==> config.mk <==
export PLATFORM = sky130hd
export DESIGN_NAME = pwr_supervisor_seq
export DESIGN_NICKNAME = d
export VERILOG_FILES = /design/src/rtl/pss_pkg.sv /design/src/rtl/pss_timer.sv /design/src/rtl/pss_nmi_pulse.sv /design/src/rtl/pss_fsm.sv /design/src/rtl/pwr_supervisor_seq.sv
export SDC_FILE = /design/constraint.sdc
export NUM_CORES = 1
export LEC_CHECK = 0
export BUFFER_PORTS_ARGS = -buffer_cell sky130_fd_sc_hd__buf_2
export CAP_MARGIN = 5
export CORE_MARGIN = 4
export CORE_UTILIZATION = 45
export DETAILED_ROUTE_END_ITERATION = 8
export GPL_TIMING_DRIVEN = 0
export PLACE_DENSITY = 0.66
export SLEW_MARGIN = 20
export SYNTH_ARGS = -nofsm -noshare
export SYNTH_HDL_FRONTEND = slang
export SYNTH_HIERARCHICAL = 1
export SYNTH_SLANG_ARGS = --single-unit
==> constraint.sdc <==
create_clock -name clk -period 2.8 [get_ports clk]
set_input_delay 0.14 -clock clk [delete_from_list [all_inputs] [get_ports clk]]
set_output_delay 0.14 -clock clk [all_outputs]
set_load 0.005 [all_outputs]
==> src/rtl/pss_pkg.sv <==
package pss_pkg;

    typedef enum logic [2:0] {
        SUP_OFF    = 3'd0,
        SUP_LOWVCC = 3'd1,
        SUP_CWAIT  = 3'd2,
        SUP_HOLD   = 3'd3,
        SUP_RUN    = 3'd4
    } sup_state_e;

    function automatic int max2(input int a, input int b);
        return (a > b) ? a : b;
    endfunction

endpackage

==> src/rtl/pss_timer.sv <==
module pss_timer #(
    parameter int CW = 8
) (
    input  logic          clk,
    input  logic          rst_n,
    input  logic          load,
    input  logic [CW-1:0] load_val,
    input  logic          dec,
    output logic          zero
);
    logic [CW-1:0] cnt_q;

    always_ff @(posedge clk or negedge rst_n) begin
        if (!rst_n) begin
            cnt_q <= '0;
        end else if (load) begin
            cnt_q <= load_val;
        end else if (dec && cnt_q != '0) begin
            cnt_q <= cnt_q - 1'b1;
        end
    end

    assign zero = (cnt_q == '0);
endmodule

==> src/rtl/pss_nmi_pulse.sv <==
module pss_nmi_pulse #(
    parameter int NMI_W = 16
) (
    input  logic clk,
    input  logic rst_n,
    input  logic trig,
    input  logic en,
    output logic active
);
    localparam int NW = $clog2(NMI_W + 1);
    localparam logic [NW-1:0] WLD = NW'(NMI_W);

    logic [NW-1:0] left_q;

    always_ff @(posedge clk or negedge rst_n) begin
        if (!rst_n) begin
            left_q <= '0;
        end else if (trig) begin
            left_q <= WLD;
        end else if (!en) begin
            left_q <= '0;
        end else if (left_q != '0) begin
            left_q <= left_q - 1'b1;
        end
    end

    assign active = (left_q != '0);
endmodule

==> src/rtl/pss_fsm.sv <==
module pss_fsm
    import pss_pkg::*;
#(
    parameter int CW       = 8,
    parameter int RST_HOLD = 200,
    parameter int WDOG_CYC = 1000
) (
    input  logic          clk,
    input  logic          rst_n,
    input  logic          in_ok,
    input  logic          vcc_ok,
    input  logic          vbat_ok,
    input  logic          mode_nmos,
    input  logic          strobe,
    input  logic          tmr_zero,
    output logic          tmr_load,
    output logic [CW-1:0] tmr_val,
    output logic          tmr_dec,
    output logic          nmi_trig,
    output logic          nmi_en,
    output logic          rst_act,
    output logic          ce_block,
    output logic          pwr_fail
);
    localparam logic [CW-1:0] HOLD_LD = CW'(RST_HOLD - 1);
    localparam logic [CW-1:0] WDOG_LD = CW'(WDOG_CYC - 1);

    sup_state_e state_q, state_d;
    logic in_prev_q, stb_prev_q;
    logic in_fall, stb_rise, supervised, low_side;

    assign in_fall    = in_prev_q & ~in_ok;
    assign stb_rise   = strobe & ~stb_prev_q;
    assign supervised = (state_q == SUP_CWAIT) || (state_q == SUP_HOLD) ||
                        (state_q == SUP_RUN);
    assign low_side   = (state_q == SUP_OFF) || (state_q == SUP_LOWVCC);

    // state register and edge history
    always_ff @(posedge clk or negedge rst_n) begin
        if (!rst_n) begin
            state_q    <= SUP_OFF;
            in_prev_q  <= 1'b0;
            stb_prev_q <= 1'b0;
        end else begin
            state_q    <= state_d;
            in_prev_q  <= in_ok;
            stb_prev_q <= strobe;
        end
    end

    // next state
    always_comb begin
        state_d = state_q;
        unique case (state_q)
            SUP_OFF: begin
                if (vbat_ok) state_d = SUP_LOWVCC;          // power-good
            end
            SUP_LOWVCC: begin
                if (!vbat_ok)                state_d = SUP_OFF;   // blackout
                else if (vcc_ok && mode_nmos) state_d = SUP_HOLD; // trip-nmos
                else if (vcc_ok)              state_d = SUP_CWAIT; // trip-cmos
            end
            SUP_CWAIT: begin
                if (!vbat_ok)     state_d = SUP_OFF;
                else if (!vcc_ok) state_d = SUP_LOWVCC;     // brown-out
                else if (in_ok)   state_d = SUP_HOLD;       // input-good
            end
            SUP_HOLD: begin
                if (!vbat_ok)      state_d = SUP_OFF;
                else if (!vcc_ok)  state_d = SUP_LOWVCC;
                else if (tmr_zero) state_d = SUP_RUN;       // hold-done
            end
            SUP_RUN: begin
                if (!vbat_ok)                  state_d = SUP_OFF;
                else if (!vcc_ok)              state_d = SUP_LOWVCC;
                else if (tmr_zero && !stb_rise) state_d = SUP_HOLD; // dog-bite
            end
            default: state_d = SUP_OFF;
        endcase
    end

    // outputs and timer control
    always_comb begin
        tmr_load = 1'b0;
        tmr_val  = HOLD_LD;
        if (state_d == SUP_HOLD && state_q != SUP_HOLD) begin
            tmr_load = 1'b1;
            tmr_val  = HOLD_LD;
        end else if (state_d == SUP_RUN &&
                     (state_q != SUP_RUN || stb_rise)) begin
            tmr_load = 1'b1;
            tmr_val  = WDOG_LD;
        end
        tmr_dec  = (state_q == SUP_HOLD) || (state_q == SUP_RUN);
        nmi_trig = (state_q == SUP_LOWVCC && state_d == SUP_HOLD) ||
                   (supervised && in_fall) ||
                   (supervised && stb_rise && !in_ok);
        nmi_en   = !(mode_nmos && low_side);
        rst_act  = (state_q == SUP_HOLD) || (mode_nmos && low_side);
        ce_block = low_side;
        pwr_fail = (state_q == SUP_OFF);
    end
endmodule

==> src/rtl/pwr_supervisor_seq.sv <==
module pwr_supervisor_seq
    import pss_pkg::*;
#(
    parameter int RST_HOLD = 200,
    parameter int WDOG_CYC = 1000,
    parameter int NMI_W    = 16
) (
    input  logic clk,
    input  logic rst_n,
    input  logic in_ok,
    input  logic vcc_ok,
    input  logic vbat_ok,
    input  logic mode_nmos,
    input  logic strobe,
    output logic nmi_n,
    output logic nmi_oe,
    output logic rst_hi,
    output logic rst_lo_n,
    output logic ram_ce_n,
    output logic pf,
    output logic pf_n
);
    localparam int MAXN = max2(max2(RST_HOLD, WDOG_CYC), 2);
    localparam int CW   = $clog2(MAXN + 1);

    logic          tmr_load, tmr_dec, tmr_zero;
    logic [CW-1:0] tmr_val;
    logic          nmi_trig, nmi_en, nmi_act;
    logic          rst_act, ce_block, pwr_fail;

    pss_fsm #(
        .CW       (CW),
        .RST_HOLD (RST_HOLD),
        .WDOG_CYC (WDOG_CYC)
    ) fsm_i (
        .clk      (clk),
        .rst_n    (rst_n),
        .in_ok    (in_ok),
        .vcc_ok   (vcc_ok),
        .vbat_ok  (vbat_ok),
        .mode_nmos(mode_nmos),
        .strobe   (strobe),
        .tmr_zero (tmr_zero),
        .tmr_load (tmr_load),
        .tmr_val  (tmr_val),
        .tmr_dec  (tmr_dec),
        .nmi_trig (nmi_trig),
        .nmi_en   (nmi_en),
        .rst_act  (rst_act),
        .ce_block (ce_block),
        .pwr_fail (pwr_fail)
    );

    pss_timer #(.CW(CW)) tmr_i (
        .clk      (clk),
        .rst_n    (rst_n),
        .load     (tmr_load),
        .load_val (tmr_val),
        .dec      (tmr_dec),
        .zero     (tmr_zero)
    );

    pss_nmi_pulse #(.NMI_W(NMI_W)) nmi_i (
        .clk    (clk),
        .rst_n  (rst_n),
        .trig   (nmi_trig),
        .en     (nmi_en),
        .active (nmi_act)
    );

    assign nmi_oe   = nmi_en;
    assign nmi_n    = ~(nmi_act & nmi_en);
    assign rst_hi   = rst_act;
    assign rst_lo_n = ~rst_act;
    assign ram_ce_n = ce_block;
    assign pf       = pwr_fail;
    assign pf_n     = ~pwr_fail;
endmodule

==> impl_metrics.env <==
export IMPL_outcome="finished, final reports clean"
export IMPL_clock_latency_ns=0.31
export IMPL_synth_edf_count=0
export IMPL_synth_compound_area_share=0.1929
export IMPL_grt_pass1_wl_um=4926
export IMPL_clockBufferDepth=2
export IMPL_nFillCells=275
export IMPL_die_y_um=63.81
export IMPL_reg2reg_slack_ns=0.13
export IMPL_endpoint="tmr_i/cnt_q[7]"
export IMPL_synth_most_common_cell="dfrtp_1"
export IMPL_wire_per_inst_um=12.46
export IMPL_grt_pass1_vias=1139
export IMPL_synthDistinctLibCells=52
export IMPL_dieArea_um2=4071
export IMPL_hpwl_um=2027
export IMPL_r2r_start="tmr_i/cnt_q[6]"
export IMPL_nets=196
export IMPL_ys_top_cells_by_area="dfrtp_1 36%, buf_4 4.8%, buf_6 3.2%, inv_1 3.2%, nand2_1 3.2%"
export IMPL_syn_area_per_cell_um2=9.041
export IMPL_groute_usage_overall=0.1507
export IMPL_ir_drop_mv=0.3483
export IMPL_grt_antenna_before_repair=0
export IMPL_synthSimpleGateAreaFrac=0.2527
export IMPL_cts_root_buf="clkbuf_4"
export IMPL_rr_worst_depth=9
export IMPL_viasPerCell=5.300
export IMPL_async_flop_share=1.000
export IMPL_timing_fmax_mhz=374.0
export IMPL_clk_pin_slew_ns=0.12
export IMPL_drv_slew=0
export IMPL_cap_violations=0
export IMPL_vias=1203
export IMPL_place_congestion=0.8400
export IMPL_die_w_um=63.81
export IMPL_dpl_cell_count=215
export IMPL_final_cells=227
export IMPL_p_per_area_nw_per_um2=659.9
export IMPL_areaGrowthSynthToFinish_pct=18.13
export IMPL_drc_errors=0
export IMPL_fin_skew_ns=0.009781
export IMPL_crit_arrival_ns=2.91
export IMPL_n_antenna_cell=0
export IMPL_endpoint_kind="flop"
export IMPL_synth_area_mux_share=0.03125
export IMPL_core_um2=2877
export IMPL_yosysTopAreaCell="dfrtp_1"
export IMPL_yosysWarnings=6
export IMPL_cp_start_kind="flop"
export IMPL_setup_violations_final=0
export IMPL_multi_input_comb_area_um2=759.5
export IMPL_synth_seq_cells=20
export IMPL_start_util=0.4872
export IMPL_drive_gt1_frac=0.2811
export IMPL_critPathMaxFanout=6
export IMPL_numCtsBuffers=3
export IMPL_synthTopCellsByCount="20 x dfrtp_1, 12 x inv_1, 12 x nand2_1, 9 x buf_4"
export IMPL_synthXorXnorAreaFrac=0.02500
export IMPL_critical_path_startpoint="tmr_i/cnt_q[6]"
export IMPL_synth_top_family_by_area="simple AND/OR/NAND/NOR gates"
export IMPL_overflow=0
export IMPL_dr_pass1_iters=4
export IMPL_synth_cells=155
export IMPL_p_leak_nw=0.7417
export IMPL_grt_max_degree=21
export IMPL_rr_endpoint="tmr_i/cnt_q[7]"
export IMPL_detail_route_antenna_nets=0
export IMPL_wirelength_um=2828
export IMPL_drtIter0Drc=52
export IMPL_rows=19
export IMPL_hold_path_class="in -> reg"
export IMPL_portBuffers=13
export IMPL_synthAdderAreaFrac=0.01786
export IMPL_holdWs_ns=0.1025
export IMPL_ioPinCount=14
export IMPL_clock_sinks=20
export IMPL_total_power_mw=1.092
export IMPL_htreeDepth=1
export IMPL_syn_cell_area_um2=1401
export IMPL_finalHoldViolations=0
export IMPL_synth_yosys_seq_area_share=0.3571
export IMPL_synthDominantCellAreaShare=0.3571
export IMPL_regArea_um2=500.5
export IMPL_period_share=0.9549
export IMPL_path_class="reg -> reg"
export IMPL_cts_tree="built"
export IMPL_synthFlopType="dfrtp_1"
export IMPL_layout_min_cycle_time_ns=2.674
export IMPL_required_ns=3.04
## final cells by class
cell class,count,area share
inverter,12,0.02872
clock buffer,3,0.01361
sequential,20,0.3023
multi-input combinational,113,0.4588
timing repair buffer,22,0.08466
buffer,15,0.08012
tap,42,0.03175
## worst max-delay path, cell delays in order, from the launching register on
cell and delay, ns:
dfrtp_1 0.40, or4_4 0.56, or3_4 0.36, inv_4 0.09, nand4_1 0.10, o311ai_1 0.10
o32a_1 0.27, o21bai_2 0.10, or4_1 0.53, nand3_1 0.10
## per-stage QoR
stage           TNS (ns)  cell area [µm²]  setup slack (ns)    util
6_report               0             1655            0.1264  0.5755
5_1_grt        -0.002653             1655         -0.002653  0.5755
4_1_cts                0             1614           0.02738  0.5611
3_5_place_dp      -2.883             1538           -0.3734  0.5346
3_3_place_gp      -2.560             1538           -0.3441  0.5346
2_1_floorplan          0             1420           0.02375       -
## placed cells by master (no fill, tap or decap), types with 2 or more instances in the layout
| cell type | count |
|---|---|
| a211oi_1 | 2 |
| a21oi_1 | 8 |
| buf_2 | 14 |
| buf_4 | 15 |
| buf_6 | 4 |
| clkbuf_4 | 3 |
| conb_1 | 7 |
| dfrtp_1 | 20 |
| dlygate4sd3_1 | 3 |
| ha_1 | 2 |
| inv_1 | 11 |
| mux2_2 | 3 |
| nand2_1 | 12 |
| nand2b_1 | 7 |
| nand3_1 | 3 |
| nand3b_1 | 3 |
| nand4_1 | 4 |
| nor2_1 | 8 |
| nor2b_1 | 4 |
| nor3_1 | 5 |
| o211ai_1 | 2 |
| o21ai_0 | 6 |
| o21ai_1 | 2 |
| o31a_1 | 2 |
| xnor2_1 | 2 |
| xor2_1 | 2 |
## worst min path at each step
stage	from	to	slack, ns	depth (start not counted)
after floorplan	rst_n	fsm_i/in_prev_q	-0.16	0
after global placement	rst_n	fsm_i/in_prev_q	0.12	1
after detailed placement	rst_n	fsm_i/in_prev_q	0.13	1
after CTS	vbat_ok	fsm_i/state_q[0]	0.1	2
after global routing	vbat_ok	fsm_i/state_q[0]	0.09	2
final	vbat_ok	fsm_i/state_q[0]	0.10	2
## cells by family after synthesis
family,Yosys count
simple gates,59
compound gates,37
buf+inv,27
flops,20
xor+xnor,4
mux,4
fa+ha+maj,2
other cells,2
## routing by layer
metal / vias up / global-route usage / share of wire
met5: - / 0 / 0
met4: 0 / 0.06469 / 0.017
met3: 5 / 0.02452 / 0.045
met2: 37 / 0.2594 / 0.48
met1: 568 / 0.1857 / 0.46
li1: 593 / - / -
## power by group
group | internal, mW | switching [mW]
sequential | 0.370 | 0.0878
combinational | 0.262 | 0.233
clock | 0.0502 | 0.0886
total | 0.683 | 0.410
## repair_timing
item                                    in CTS  in global routing
hold endpoints to repair                    22                  0
hold buffers                                 3                  0
resized for setup                            6                  3
pin swaps                                    0                  3
endpoints found under the setup margin      10                  9
setup buffers                                1                  5
## flip-flops by register name, summed over array words and instances (netlist names)
register / cells
tmr_i/cnt_q: 10
nmi_i/left_q: 5
fsm_i/state_q: 3
fsm_i/in_prev_q: 1
fsm_i/stb_prev_q: 1
Note: power is estimated with default switching activity, not from simulation.
